**config.mk**
```make
export PLATFORM = sky130hd
export DESIGN_NAME = cop_bus_seq
export DESIGN_NICKNAME = d
export VERILOG_FILES = /design/src/rtl/cbm_pkg.sv /design/src/rtl/cbm_arb.sv /design/src/rtl/cbm_tcyc.sv /design/src/rtl/cbm_drive.sv /design/src/rtl/cop_bus_seq.sv
export SDC_FILE = /design/constraint.sdc
export NUM_CORES = 1
export LEC_CHECK = 0
export ABC_AREA = 1
export BUFFER_PORTS_ARGS = -buffer_cell sky130_fd_sc_hd__buf_2
export CAP_MARGIN = 20
export CORE_ASPECT_RATIO = 1.4
export CORE_MARGIN = 5
export CORE_UTILIZATION = 54
export CTS_CLUSTER_DIAMETER = 200
export DETAILED_ROUTE_END_ITERATION = 12
export HOLD_SLACK_MARGIN = 0.08
export PLACE_DENSITY_LB_ADDON = 0.08
export REMOVE_ABC_BUFFERS = 1
export SLEW_MARGIN = 20
export SYNTH_ARGS = -nofsm -noshare
export SYNTH_HDL_FRONTEND = slang
export SYNTH_HIERARCHICAL = 1
export SYNTH_SLANG_ARGS = --single-unit
```
**constraint.sdc**
```tcl
create_clock -name clk_i -period 3.72 [get_ports clk_i]
set_clock_uncertainty 0.1 [all_clocks]
set_input_delay 0.186 -clock clk_i [delete_from_list [all_inputs] [get_ports clk_i]]
set_output_delay 0.186 -clock clk_i [all_outputs]
set_load 0.02 [all_outputs]
```
**src/rtl/cbm_pkg.sv**
```systemverilog
package cbm_pkg;
  typedef enum logic [2:0] {A_IDLE, A_REQ, A_WAIT, A_OWN, A_REL} arb_e;
  typedef enum logic [2:0] {T_IDLE, T_1, T_2, T_3, T_W, T_4} tst_e;
  localparam logic [2:0] ST_RD   = 3'b101;
  localparam logic [2:0] ST_WR   = 3'b110;
  localparam logic [2:0] ST_PASS = 3'b111;
endpackage

```
**src/rtl/cbm_arb.sv**
```systemverilog
module cbm_arb
  import cbm_pkg::*;
(
  input  logic clk_i,
  input  logic rst_ni,
  input  logic req_i,
  input  logic rq_line_i,
  input  logic cyc_last_i,
  output logic start_o,
  output logic rq_pull_o,
  output logic own_o,
  output arb_e state_o
);
  arb_e st_q, st_d;

  always_comb begin
    st_d = st_q;
    unique case (st_q)
      A_IDLE: if (req_i) st_d = A_REQ;
      A_REQ:  st_d = A_WAIT;
      A_WAIT: if (!rq_line_i) st_d = A_OWN;
      A_OWN:  if (cyc_last_i) st_d = A_REL;
      A_REL:  st_d = A_IDLE;
      default: st_d = A_IDLE;
    endcase
  end

  always_ff @(posedge clk_i or negedge rst_ni)
    if (!rst_ni) st_q <= A_IDLE;
    else         st_q <= st_d;

  assign start_o   = (st_q == A_WAIT) && !rq_line_i;
  assign rq_pull_o = (st_q == A_REQ) || (st_q == A_REL);
  assign own_o     = (st_q == A_OWN) || (st_q == A_REL);
  assign state_o   = st_q;

  // pulses on the shared line last one clock
  assert_pulse_width_R2: assert property (@(posedge clk_i) disable iff (!rst_ni)
    rq_pull_o |=> !rq_pull_o);
  // release is followed by a tri-stated idle bus
  assert_release_then_idle_R12: assert property (@(posedge clk_i) disable iff (!rst_ni)
    (st_q == A_REL) |=> (!own_o && st_q == A_IDLE));
endmodule

```
**src/rtl/cbm_tcyc.sv**
```systemverilog
module cbm_tcyc
  import cbm_pkg::*;
(
  input  logic clk_i,
  input  logic rst_ni,
  input  logic start_i,
  input  logic chain_i,
  input  logic ready_i,
  output tst_e state_o,
  output logic last_o,
  output logic capture_o
);
  tst_e st_q, st_d;

  always_comb begin
    st_d = st_q;
    unique case (st_q)
      T_IDLE: if (start_i) st_d = T_1;
      T_1:    st_d = T_2;
      T_2:    st_d = T_3;
      T_3, T_W: st_d = ready_i ? T_4 : T_W;
      T_4:    st_d = chain_i ? T_1 : T_IDLE;
      default: st_d = T_IDLE;
    endcase
  end

  always_ff @(posedge clk_i or negedge rst_ni)
    if (!rst_ni) st_q <= T_IDLE;
    else         st_q <= st_d;

  assign state_o   = st_q;
  assign last_o    = (st_q == T_4) && !chain_i;
  assign capture_o = ((st_q == T_3) || (st_q == T_W)) && ready_i;

  assert_wait_inserted_R9: assert property (@(posedge clk_i) disable iff (!rst_ni)
    ((st_q == T_3 || st_q == T_W) && !ready_i) |=> (st_q == T_W));
  assert_chain_to_t1_R11: assert property (@(posedge clk_i) disable iff (!rst_ni)
    (st_q == T_4 && chain_i) |=> (st_q == T_1));
endmodule

```
**src/rtl/cbm_drive.sv**
```systemverilog
module cbm_drive
  import cbm_pkg::*;
#(
  parameter int AW = 20,
  parameter int DW = 16
) (
  input  logic          clk_i,
  input  logic          rst_ni,
  input  logic          load_i,
  input  logic [AW-1:0] addr_i,
  input  logic [DW-1:0] data_i,
  input  logic          wr_i,
  input  tst_e          tst_i,
  input  logic          capture_i,
  input  logic [DW-1:0] ad_i,
  output logic [DW-1:0] ad_o,
  output logic          ad_oe_o,
  output logic [AW-DW-1:0] hi_o,
  output logic [2:0]    status_o,
  output logic          done_o,
  output logic [DW-1:0] rd_data_o
);
  localparam int HW = AW - DW;

  logic [AW-1:0] addr_q;
  logic [DW-1:0] data_q, rd_q;
  logic          wr_q;
  logic          in_t1, in_data, active;

  always_ff @(posedge clk_i or negedge rst_ni)
    if (!rst_ni) begin
      addr_q <= '0;
      data_q <= '0;
      wr_q   <= 1'b0;
    end else if (load_i) begin
      addr_q <= addr_i;
      data_q <= data_i;
      wr_q   <= wr_i;
    end

  always_ff @(posedge clk_i or negedge rst_ni)
    if (!rst_ni)                rd_q <= '0;
    else if (capture_i && !wr_q) rd_q <= ad_i;

  assign in_t1   = (tst_i == T_1);
  assign in_data = (tst_i == T_2) || (tst_i == T_3) || (tst_i == T_W) || (tst_i == T_4);
  assign active  = in_t1 || (tst_i == T_2) || (tst_i == T_3) || (tst_i == T_W);

  always_comb begin
    if (in_t1)                ad_o = addr_q[DW-1:0];
    else if (in_data && wr_q) ad_o = data_q;
    else                      ad_o = '0;
  end

  assign ad_oe_o  = in_t1 || (in_data && wr_q);
  assign status_o = !active ? ST_PASS : (wr_q ? ST_WR : ST_RD);
  assign done_o   = (tst_i == T_4);
  assign rd_data_o = rd_q;

  // upper lines: address in T1, fixed status pattern otherwise (top bit low)
  for (genvar i = 0; i < HW; i++) begin : g_hi
    localparam logic STAT_BIT = (i == HW - 1) ? 1'b0 : 1'b1;
    assign hi_o[i] = in_t1 ? addr_q[DW+i] : STAT_BIT;
  end

  assert_passive_at_done_R7: assert property (@(posedge clk_i) disable iff (!rst_ni)
    done_o |-> (status_o == ST_PASS));
  assert_done_single_R10: assert property (@(posedge clk_i) disable iff (!rst_ni)
    done_o |=> !done_o);
endmodule

```
**src/rtl/cop_bus_seq.sv**
```systemverilog
module cop_bus_seq
  import cbm_pkg::*;
#(
  parameter int AW = 20,
  parameter int DW = 16
) (
  input  logic          clk_i,
  input  logic          rst_ni,
  input  logic          xfer_req_i,
  input  logic          xfer_wr_i,
  input  logic [AW-1:0] xfer_addr_i,
  input  logic [DW-1:0] xfer_data_i,
  input  logic          rq_line_i,
  output logic          rq_pull_o,
  input  logic          ready_i,
  input  logic [DW-1:0] ad_i,
  output logic [DW-1:0] ad_o,
  output logic          ad_oe_o,
  output logic [AW-DW-1:0] hi_o,
  output logic [2:0]    status_o,
  output logic          ctl_oe_o,
  output logic          done_o,
  output logic [DW-1:0] rd_data_o
);
  arb_e arb_st;
  tst_e t_st;
  logic start, cyc_last, capture, load, chain;

  assign chain = xfer_req_i && (t_st == T_4);
  assign load  = (xfer_req_i && arb_st == A_IDLE) || chain;

  cbm_arb u_arb (
    .clk_i, .rst_ni,
    .req_i      (xfer_req_i),
    .rq_line_i,
    .cyc_last_i (cyc_last),
    .start_o    (start),
    .rq_pull_o,
    .own_o      (ctl_oe_o),
    .state_o    (arb_st)
  );

  cbm_tcyc u_tcyc (
    .clk_i, .rst_ni,
    .start_i   (start),
    .chain_i   (xfer_req_i),
    .ready_i,
    .state_o   (t_st),
    .last_o    (cyc_last),
    .capture_o (capture)
  );

  cbm_drive #(.AW(AW), .DW(DW)) u_drive (
    .clk_i, .rst_ni,
    .load_i    (load),
    .addr_i    (xfer_addr_i),
    .data_i    (xfer_data_i),
    .wr_i      (xfer_wr_i),
    .tst_i     (t_st),
    .capture_i (capture),
    .ad_i,
    .ad_o, .ad_oe_o, .hi_o, .status_o, .done_o, .rd_data_o
  );

  assert_t1_after_grant_R3: assert property (@(posedge clk_i) disable iff (!rst_ni)
    (arb_st == A_WAIT && !rq_line_i) |=> (t_st == T_1));
  assert_quiet_when_idle_R1: assert property (@(posedge clk_i) disable iff (!rst_ni)
    (arb_st == A_IDLE) |-> (!ctl_oe_o && !ad_oe_o && !done_o));
  assert_no_drive_while_waiting_R3: assert property (@(posedge clk_i) disable iff (!rst_ni)
    (arb_st == A_WAIT) |-> (!ctl_oe_o && !ad_oe_o));
endmodule

```
Word level (Yosys, flattened, before mapping)
Cells that the tools add are included.
{ "op_classes": {"eq_ne": 13, "reduce_logical": 25, "mux": 16} }
{ "op_table": {"columns": ["operator", "count"], "rows": [
  ["two-way mux 16 bit", 2],
  ["two-way mux 3 bit", 5],
  ["one-hot mux 3 bit (5 select lines)", 1],
  ["equality test 3 x 2 -> 1 bit, second input constant", 4],
  ["one-hot mux 3 bit (4 select lines)", 1],
  ["logical OR 1 bit", 11],
  ["equality test 3 bit, second input constant", 3],
  ["inequality test 2 bit, second input constant", 4],
  ["logical AND 1 bit", 7],
  ["equality test 3 x 1 -> 1 bit, second input constant", 2],
  ["zero test 3 bit", 2],
  ["two-way mux 1 bit", 6],
  ["zero test 1 bit", 3],
  ["AND reduction 3 bit", 1],
  ["two-way mux 2 bit", 1],
  ["OR reduction 2 bit", 1]
]} }
{ "totals": {"elab_cells": 60, "in_bits": 58, "register_bits": 59, "out_inout_bits": 43} }

Depth between registers and ports, before layout
Gate-level depths: netlist of the first run.
{ "depth": {"depth_word": 7, "ltp_mapped": 9, "ltp_nobuf": 7} }

Hierarchy
Netlist of the first run, hierarchy kept.
{ "modules_own_cells": {"columns": ["module", "cells_each", "area_per_inst_um2", "n_inst", "seq_area_each_um2"], "rows": [
  ["cbm_drive", 302, 2518.7, 1, 1326.3],
  ["cbm_arb", 27, 186.4, 1, 75.1],
  ["cbm_tcyc", 23, 170.2, 1, 75.1],
  ["cop_bus_seq", 6, 26.3, 1, 0.0]
]} }

Worst setup path before layout of the first run
OpenSTA, ideal clock, no wires.
{ "synth_path": {"path_kind": "register -> register", "start": "register u_tcyc.st_q[1] (netlist: u_tcyc/state_o[1])", "end": "register u_drive.rd_q[10] (netlist: u_drive/rd_data_o[10])", "setup_slack_ns": 2.124, "arrival_time_ns": 1.379, "path_stages_with_launch": 10, "cell_sequence": "dfrtp_1 nand2_1 nand2_2 nand3_2 inv_1 buf_2 nand2_2 buf_4 nand2_1 nand2_1"} }
{ "synth_between": {"elab_chain_cells": 4} }
{ "synth_rtl": {"columns": ["item", "line_no", "text"], "rows": [
  ["from (decl)", "cbm_tcyc.sv:13", "tst_e st_q, st_d;"],
  ["from (signal assigned)", "cbm_tcyc.sv:29", "else st_q <= st_d;"],
  ["equality test 3 x 2 -> 1 bit / equality test 3 bit (equally long branches)", "cbm_tcyc.sv:33", "assign capture_o = ((st_q == T_3) || (st_q == T_W)) && ready_i;"],
  ["logical OR 1 bit (*)", "cbm_tcyc.sv:33", null],
  ["logical AND 1 bit (*)", "cbm_tcyc.sv:33", null],
  ["via capture", "cop_bus_seq.sv:27", "logic start, cyc_last, capture, load, chain;"],
  ["logical AND 1 bit (*)", "cbm_drive.sv:43", "else if (capture_i && !wr_q) rd_q <= ad_i;"],
  ["to (signal assigned)", "cbm_drive.sv:43", null],
  ["to (decl)", "cbm_drive.sv:26", "logic [DW-1:0] data_q, rd_q;"]
]} }
Mark *: on every way through the listed nets, which the timed path passes. The rest lies on a longest branch.
A chain may end at the register's enable or synchronous reset.

Worst setup path in the final report of the first run
{ "layout_path": {"start": "register u_tcyc.st_q[0] (netlist: u_tcyc/state_o[0])", "end": "register u_drive.rd_q[1] (netlist: u_drive/rd_data_o[1])"} }
Same word-level chain as after synthesis.

==> results of run 1 <==
[worst max path at each step]
stage,endpoint,slack (ns),cells past startpoint
final,u_drive/rd_data_o[1],1.33,7
after detailed placement,u_drive/rd_data_o[4],1.42,7
after CTS,u_drive/rd_data_o[4],1.41,7
after global routing,u_drive/rd_data_o[15],1.15,7
after global placement,u_drive/rd_data_o[4],1.50,7
after floorplan,u_drive/addr_q[19],1.27,3
[metal layers]
| layer | global-route usage, % | part of all wire, % |
|---|---|---|
| met5 | 0 | 0 |
| met4 | 9.99 | 1.7 |
| met3 | 6.33 | 7.1 |
| met2 | 44.0 | 54 |
| met1 | 28.3 | 37 |
[Yosys cell counts (all sizes together)]
master	count
nand2	111
dfrtp	59
inv	51
o21ai	40
nand4	36
nand3	22
buf	20
nor2	9
nor3	2
a21o	1
a21oi	1
bufinv	1
clkbuf	1
clkinv	1
conb	1
nand3b	1
nor4	1
[power breakdown]
group / switching, W / internal [W] / leakage [nW] / total (W)
sequential: 0.000261 / 0.000950 / 0.730 / 0.00121
clock: 0.000229 / 0.000253 / 0.0860 / 0.000482
combinational: 0.00105 / 0.000552 / 1.39 / 0.00160
[cells in the final DEF, fill, tap and decap left out, drive strengths merged]
master	netlist	routed
nor2	9	9
inv	51	51
dlygate4sd3	0	56
nor3	2	2
dfrtp	59	59
nand3	22	22
buf	20	102
clkbuf	1	12
nor4	1	1
nand4	36	36
a21oi	1	1
conb	1	1
a21o	1	1
clkinv	1	4
nand2	111	111
bufinv	1	1
nand3b	1	1
o21ai	40	40
[metrics by stage]
step / cell area, sq um / power (W)
final: 4090 / 0.00329
after global routing: 4090 / 0.00355
after CTS: 4090 / 0.00329
after detailed placement: 3370 / 0.00274
after global placement: 3370 / 0.00268
after floorplan: 2770 / 0.00222
[critical path: stages, from the launching register on]
cell	delay (ns)
dfrtp_1	0.86
nand2_1	0.15
nand2_2	0.12
nand3_2	0.09
inv_1	0.42
nand2_2	0.31
nand2_1	0.15
nand2_1	0.06
[area by class of cell]
class                           count  area (sq um)
Multi-Input combinational cell    225          1080
Tap cell                           66          82.6
Sequential cell                    59          1480
Fill cell                         385          1110
Clock buffer                       12           145
Clock inverter                      3          15.0
Timing Repair Buffer              158          1080
Inverter                           53           218
[registers in the layout (all words and copies together), names as in the netlist]
signal and count:
u_drive/addr_q 20, u_drive/data_q 16, u_drive/rd_data_o 16, u_tcyc/state_o 3, u_arb/state_o 3, u_drive/wr_q 1
[cell families (layout without fill, tap and decap cells)]
group           after synthesis  count (layout)  share of synthesized area [%]
compound gates               42              42                           7.46
buf+inv                      74             226                           12.1
simple gates                182             182                           29.4
other cells                   1               1                          0.129
flops                        59              59                           50.9
==> flow_summary.ini, run 1 <==
[placement]
dp_cells = 505
place.gp.congestion = 0.781
port_buffers = 99
dp_hpwl_mm = 5.15
detailedPlace.worstSlack_ns = 1.42

[grt]
track_usage_pct = 25.0
antenna_found_initial = 0
grt_first_pass_wirelength_mm = 13.9
grt_pass1_vias = 3066
grt.overflow.total = 0
grt_max_degree = 39

[synth]
synth_top_area_share_pct = 50.9
ys_seq_area_share_pct = 50.9
yosys.area.top_type = dfrtp_1
synth_seq_cells = 59
synth_area_leaders = dfrtp_1, nand2_1, nand4_1, o21ai_1, inv_1
synthCells = 358
yosysWarnings = 6
avgSynthCellArea_sq_um = 8.10
netlist_area_sq_um = 2900
synth.distinct_cells = 27

[clock_network]
post-cts-setup-buffer-count = 0
cts_tree = yes
cts_hold_buf = 56
htreeDepth = 3
clk_pin_slew_ns = 0.06
clkLatencyLatePin_ns = 0.33
ctsRootBufferMaster = clkbuf_8
cts_buffers = 9
cts-resized-gates = 0
cts.sinks = 59
clock_path_buffers = 2

[timing]
period_share_pct = 64.1
grt_setup_unrepaired = false
setup_tns_ns = 0
finalSetupViolCount = 0
hold_viol = 0
fin_crit_ns = 2.39
fin_ws_ns = 1.33
fmax_mhz = 419
timing.hold.ws_ns = 0.120
maxSlewHeadroom_pct = 46.8
slew_viol_final = 0
worstMarginPinSlew_ns = 0.799

[pwr]
max-vdd-ir-drop_uv = 526
p_leak_nw = 2.20
power_density_nw_per_um2 = 804

[floorplanning]
core_area_sq_um = 5200
die_y_um = 96.7
start_util_pct = 55.8
die_x_um = 72.0
num_io_pins = 101
dieArea_sq_um = 6960
rows = 31

[setup_path]
startpoint = u_tcyc/state_o[0]
cp.required_ns = 3.83
arrival_ns = 2.50
r2r-start = u_tcyc/state_o[0]
rr_endpoint = u_drive/rd_data_o[1]
cp_max_fo = 24
cp-end-kind = register
reg2reg_depth = 7
rrSetupSlack_ns = 1.33
crit_type = reg2reg
critPathLaunchType = register

[cells_and_area]
utilization_pct = 78.7
final_nets = 564
layoutNonFillerInstCount = 576
area.growth.synth_to_final_pct = 41.0
diodes = 0
layout-drive-gt1-share_pct = 25.7

[hold_path]
min_path_type = in2reg
min_to = u_arb/state_o[2]
worstHoldStart = xfer_req_i
holdPathStages = 4

[routing]
via_per_inst = 5.05
ant_nets = 0
dr.pass1.iters = 5
wl_per_cell_um = 14.3
vias = 2909
drt-initial-drc-count = 238
routed_wl_mm = 8.21
drc_errors = 0

[run_status]
status = finished, final reports clean

[run]
maxCapViolations = 0
No activity file was read; power rests on OpenSTA's default activity.
==> run 2: changes to the inputs <==
--- a/config.mk
+++ b/config.mk
@@ -10,7 +10,7 @@
 export CAP_MARGIN = 20
 export CORE_ASPECT_RATIO = 1.4
 export CORE_MARGIN = 5
-export CORE_UTILIZATION = 54
+export CORE_UTILIZATION = 45
 export CTS_CLUSTER_DIAMETER = 200
 export DETAILED_ROUTE_END_ITERATION = 12
 export HOLD_SLACK_MARGIN = 0.08
==> constraint.sdc (replaced) <==
create_clock -name clk_i -period 2.15 [get_ports clk_i]
set_clock_uncertainty 0.1 [all_clocks]
set_input_delay 0.1075 -clock clk_i [delete_from_list [all_inputs] [get_ports clk_i]]
set_output_delay 0.1075 -clock clk_i [all_outputs]
set_load 0.02 [all_outputs]
==> flow_summary.ini, run 2 (synthesis gave the netlist of run 1 again) <==
[clock_network]
htreeDepth = 3
clock_path_buffers = 2
cts_hold_buf = 59
cts.sinks = 59
ctsRootBufferMaster = clkbuf_8
cts_tree = yes
clk_pin_slew_ns = 0.06
post-cts-setup-buffer-count = 0
cts-resized-gates = 0
cts_buffers = 9
clkLatencyLatePin_ns = 0.32

[floorplanning]
dieArea_sq_um = 8180
core_area_sq_um = 6250
rows = 34
num_io_pins = 101
die_x_um = 77.9
start_util_pct = 46.4
die_y_um = 105

[grt]
track_usage_pct = 19.7
grt_max_degree = 33
grt_first_pass_wirelength_mm = 13.2
grt.overflow.total = 0
grt_pass1_vias = 2936
antenna_found_initial = 0

[placement]
place_area_sq_um = 3440
port_buffers = 99
dp_hpwl_mm = 5.18
place.gp.congestion = 0.821

[pwr]
power_density_nw_per_um2 = 1380
max-vdd-ir-drop_uv = 742
p_leak_nw = 2.24

[cells_and_area]
regMostFlops = u_drive/addr_q
final_area_sq_um = 4200
final_nets = 572
diodes = 0
area.growth.synth_to_final_pct = 44.7
layout-drive-gt1-share_pct = 26.6
final_cell_mix = nand2_1, buf_2, dlygate4sd3_1, dfrtp_1, inv_1
utilization_pct = 67.1
mostFrequentLayoutCell = nand2_1
largest_reg_flops = 20

[routing]
via_per_inst = 5.01
wl_per_cell_um = 13.5
vias = 2957
routed_wl_mm = 7.96
drt-initial-drc-count = 134
ant_nets = 0
drc_errors = 0
dr.pass1.iters = 4

[run]
maxCapViolations = 0

[timing]
hold_viol = 0
grt_setup_unrepaired = false
slew_viol_final = 0
fmax_mhz = 525
period_share_pct = 88.6
worstMarginPinSlew_ns = 0.638
finalSetupViolCount = 0
fin_crit_ns = 1.91
maxSlewHeadroom_pct = 57.5

[setup_path]
cp-end-kind = primary output
arrival_ns = 1.70
crit_type = reg2out
crit_slowest_cell = dfrtp_1
critPathLaunchType = register
cp_max_fo = 17
crit_buf_inv = 1
crit_chain = nand2_2, nand4_1, nand2_1, buf_2
cp_top_family = simple AND/OR/NAND/NOR gates
slowest_delay_ns = 0.59
cp.required_ns = 1.94

[hold_path]
min_path_type = in2async

[run_status]
status = finished, final reports clean
-- run 2: cell types whose count changed in the layout (fill, tap and decap cells not counted), sizes merged --
cell / before / now
clkbuf: 12 / 10
clkinvlp: 0 / 2
dlygate4sd3: 56 / 59
buf: 102 / 107
-- run 2: cell type report --
| class | instances | area [sq um] |
|---|---|---|
| multi-input cells | 225 | 1080 |
| inverters | 53 | 218 |
| repair buffers | 166 | 1170 |
| clock buffers | 10 | 138 |
| flip-flops and latches | 59 | 1480 |
| clock inverters | 5 | 30.0 |
| well taps | 72 | 90.1 |
| fillers | 540 | 2050 |
-- run 2: power breakdown --
| group | switching [W] | internal [W] |
|---|---|---|
| Sequential | 0.000357 | 0.00164 |
| Combinational | 0.00190 | 0.00104 |
| Clock | 0.000430 | 0.000436 |
-- run 2: final timing paths --
check	depth (start not counted)	slack [ns]	start	to
worst max-delay path	4	0.24	u_tcyc/state_o[1]	ad_o[12]
worst min-delay path	2	0.24	rst_ni	u_drive/addr_q[18]
worst max register to register	7	0.27	u_tcyc/state_o[1]	u_drive/rd_data_o[5]
worst min register to register	2	0.37	u_drive/rd_data_o[9]	u_drive/rd_data_o[9]
max in group asynchronous	3	0.97	rst_ni	u_drive/rd_data_o[10]
min in group clk_i	2	0.37	u_drive/rd_data_o[9]	u_drive/rd_data_o[9]
-- run 2: metal layers --
layer  global-route usage (%)  wire length (um)  vias up
met3                     4.73               495       11
met2                     33.8              4010       97
met5                        0                 0        -
li1                         -                 -     1468
met4                     6.51               112        0
met1                     24.1              3350     1381
-- run 2: worst reg2reg max path: stages (launching register included) --
cell,delay [ns]
dfrtp_1,0.59
nand2_1,0.12
nand2_2,0.11
nand3_2,0.11
inv_1,0.27
nand2_2,0.26
nand2_1,0.15
nand2_1,0.07
-- run 2: stage by stage --
stage	std cells	hold WS [ns]	power [W]	worst slack, ns	setup TNS, ns
finish	590	0.237	0.00581	0.245	0
global route	590	0.294	0.00623	0.0944	0
CTS	590	0.245	0.00584	0.236	0
detailed placement	516	0.0700	0.00485	0.320	0
global placement	516	0.0676	0.00478	0.399	0
floorplan	337	-0.288	0.00384	-0.302	-8.47
==> run 3: changes to the inputs <==
--- a/config.mk
+++ b/config.mk
@@ -8,9 +8,11 @@
 export ABC_AREA = 1
 export BUFFER_PORTS_ARGS = -buffer_cell sky130_fd_sc_hd__buf_2
 export CAP_MARGIN = 20
+export CELL_PAD_IN_SITES_DETAIL_PLACEMENT = 1
+export CELL_PAD_IN_SITES_GLOBAL_PLACEMENT = 1
 export CORE_ASPECT_RATIO = 1.4
 export CORE_MARGIN = 5
-export CORE_UTILIZATION = 45
+export CORE_UTILIZATION = 36
 export CTS_CLUSTER_DIAMETER = 200
 export DETAILED_ROUTE_END_ITERATION = 12
 export HOLD_SLACK_MARGIN = 0.08
==> constraint.sdc (replaced) <==
create_clock -name clk_i -period 2 [get_ports clk_i]
set_clock_uncertainty 0.1 [all_clocks]
set_input_delay 0.3 -clock clk_i [delete_from_list [all_inputs] [get_ports clk_i]]
set_output_delay 0.3 -clock clk_i [all_outputs]
set_load 0.02 [all_outputs]
==> flow_summary.ini, run 3 (synthesis gave the netlist of run 1 again) <==
[setup_path]
crit_slowest_cell = dfrtp_2
reg2reg_depth = 7
critPathLaunchType = register
cp_top_family = flip-flops
cp_max_fo = 8
cp-end-kind = primary output
slowest_delay_ns = 0.46
arrival_ns = 1.54
rrSetupSlack_ns = 0.33
path_common_cell = nand2_1
r2r-start = u_tcyc/state_o[0]
crit_type = reg2out
rr_endpoint = u_drive/rd_data_o[13]
crit_buf_inv = 2
cp.required_ns = 1.60
crit_chain = buf_4, o21ai_0, nand2_1, nand2_1, buf_2

[timing]
setup_tns_ns = 0
fmax_mhz = 517
period_share_pct = 96.8
maxSlewHeadroom_pct = 62.1
fin_crit_ns = 1.94
finalSetupViolCount = 0
slew_viol_final = 0
fin_ws_ns = 0.0645
worstMarginPinSlew_ns = 0.569
hold_viol = 0

[floorplanning]
core_area_sq_um = 7800
die_x_um = 85.9
rows = 38
dieArea_sq_um = 9980
start_util_pct = 37.2
die_y_um = 116
num_io_pins = 101

[run_status]
status = finished, final reports clean

[run]
maxCapViolations = 0

[routing]
drt-initial-drc-count = 128
vias = 2817
drc_errors = 0
via_per_inst = 4.82
wl_per_cell_um = 14.5
ant_nets = 0
routed_wl_mm = 8.48
dr.pass1.iters = 4

[clock_network]
clock_path_buffers = 2
cts_tree = yes
clk_pin_slew_ns = 0.07
ctsRootBufferMaster = clkbuf_8
cts_buffers = 9
htreeDepth = 3
clkLatencyLatePin_ns = 0.33
cts.sinks = 59

[cells_and_area]
fill_cells = 1023
mostFrequentLayoutCell = nand2_1
regMostFlops = u_drive/addr_q
utilization_pct = 50.2
layout-drive-gt1-share_pct = 30.2
largest_reg_flops = 20
seqCellArea_sq_um = 1480
final_area_sq_um = 3920
final_cell_mix = nand2_1, buf_2, dfrtp_1, inv_1, o21ai_1
final_nets = 537
area.growth.synth_to_final_pct = 35.0
diodes = 0
multi_input_area_sq_um = 1080

[hold_path]
min_path_type = in2reg
min_to = u_drive/addr_q[10]
holdPathStages = 3
worstHoldStart = xfer_addr_i[10]

[grt]
grt.overflow.total = 0
track_usage_pct = 18.0
grt_max_degree = 53
grt_first_pass_wirelength_mm = 14.4
antenna_found_initial = 0
grt_pass1_vias = 3030

[placement]
place_area_sq_um = 3500
dp_hpwl_mm = 5.91
detailedPlace.worstSlack_ns = 0.245
port_buffers = 99
place.gp.congestion = 0.690

[pwr]
max-vdd-ir-drop_uv = 697
p_leak_nw = 2.12
power_density_nw_per_um2 = 1640
## run 3: metal layers
layer / routed length, um / up-vias / track usage, %
met3: 418 / 9 / 3.53
met1: 3630 / 1345 / 22.4
met4: 102 / 0 / 5.39
met5: 0 / - / 0
met2: 4330 / 68 / 31.3
li1: - / 1395 / -
## run 3: how the worst max path moves through the flow
stage | startpoint | to | slack (ns) | cells after the start
after floorplan | u_tcyc/state_o[0] | u_drive/addr_q[19] | -0.45 | 3
after global placement | u_tcyc/state_o[1] | ad_o[4] | 0.29 | 4
after detailed placement | u_tcyc/state_o[1] | ad_o[4] | 0.25 | 4
after CTS | u_tcyc/state_o[2] | status_o[0] | 0.0005 | 5
after global routing | u_tcyc/state_o[2] | hi_o[3] | -0.01 | 4
final | u_tcyc/state_o[0] | status_o[0] | 0.06 | 5
## run 3: where the power goes
part	total, W	internal [W]	switching [W]
Sequential	0.00220	0.00177	0.000424
Clock	0.00106	0.000570	0.000494
Combinational	0.00317	0.00109	0.00208
## run 3: layout make-up
class | count | area share (%)
flip-flops and latches | 59 | 37.8
inverters | 53 | 5.46
repair buffers | 131 | 21.0
clock buffers | 9 | 3.16
multi-input cells | 225 | 27.6
clock inverters | 7 | 1.76
well taps | 100 | 3.19
## run 3: timing repair
action / 4_1_cts / 5_1_grt
resized for setup: 3 / 3
hold buffers: 20 / 0
endpoints found under the setup margin: 19 / 19
setup buffers: 0 / 3
cloned: 0 / 0
endpoints found under the hold margin: 40 / 0
## run 3: tightest hold or removal path: stages
cell and delay [ns]:
buf_2 0.07, nand2_1 0.04, o21ai_1 0.06
## run 3: per-stage QoR
step	total power, W	std cells	hold WS [ns]
6_report	0.00643	584	0.0917
5_1_grt	0.00698	584	0.0816
4_1_cts	0.00647	581	0.0834
3_5_place_dp	0.00533	545	0.219
3_3_place_gp	0.00522	545	0.229
2_1_floorplan	0.00413	337	-0.0956
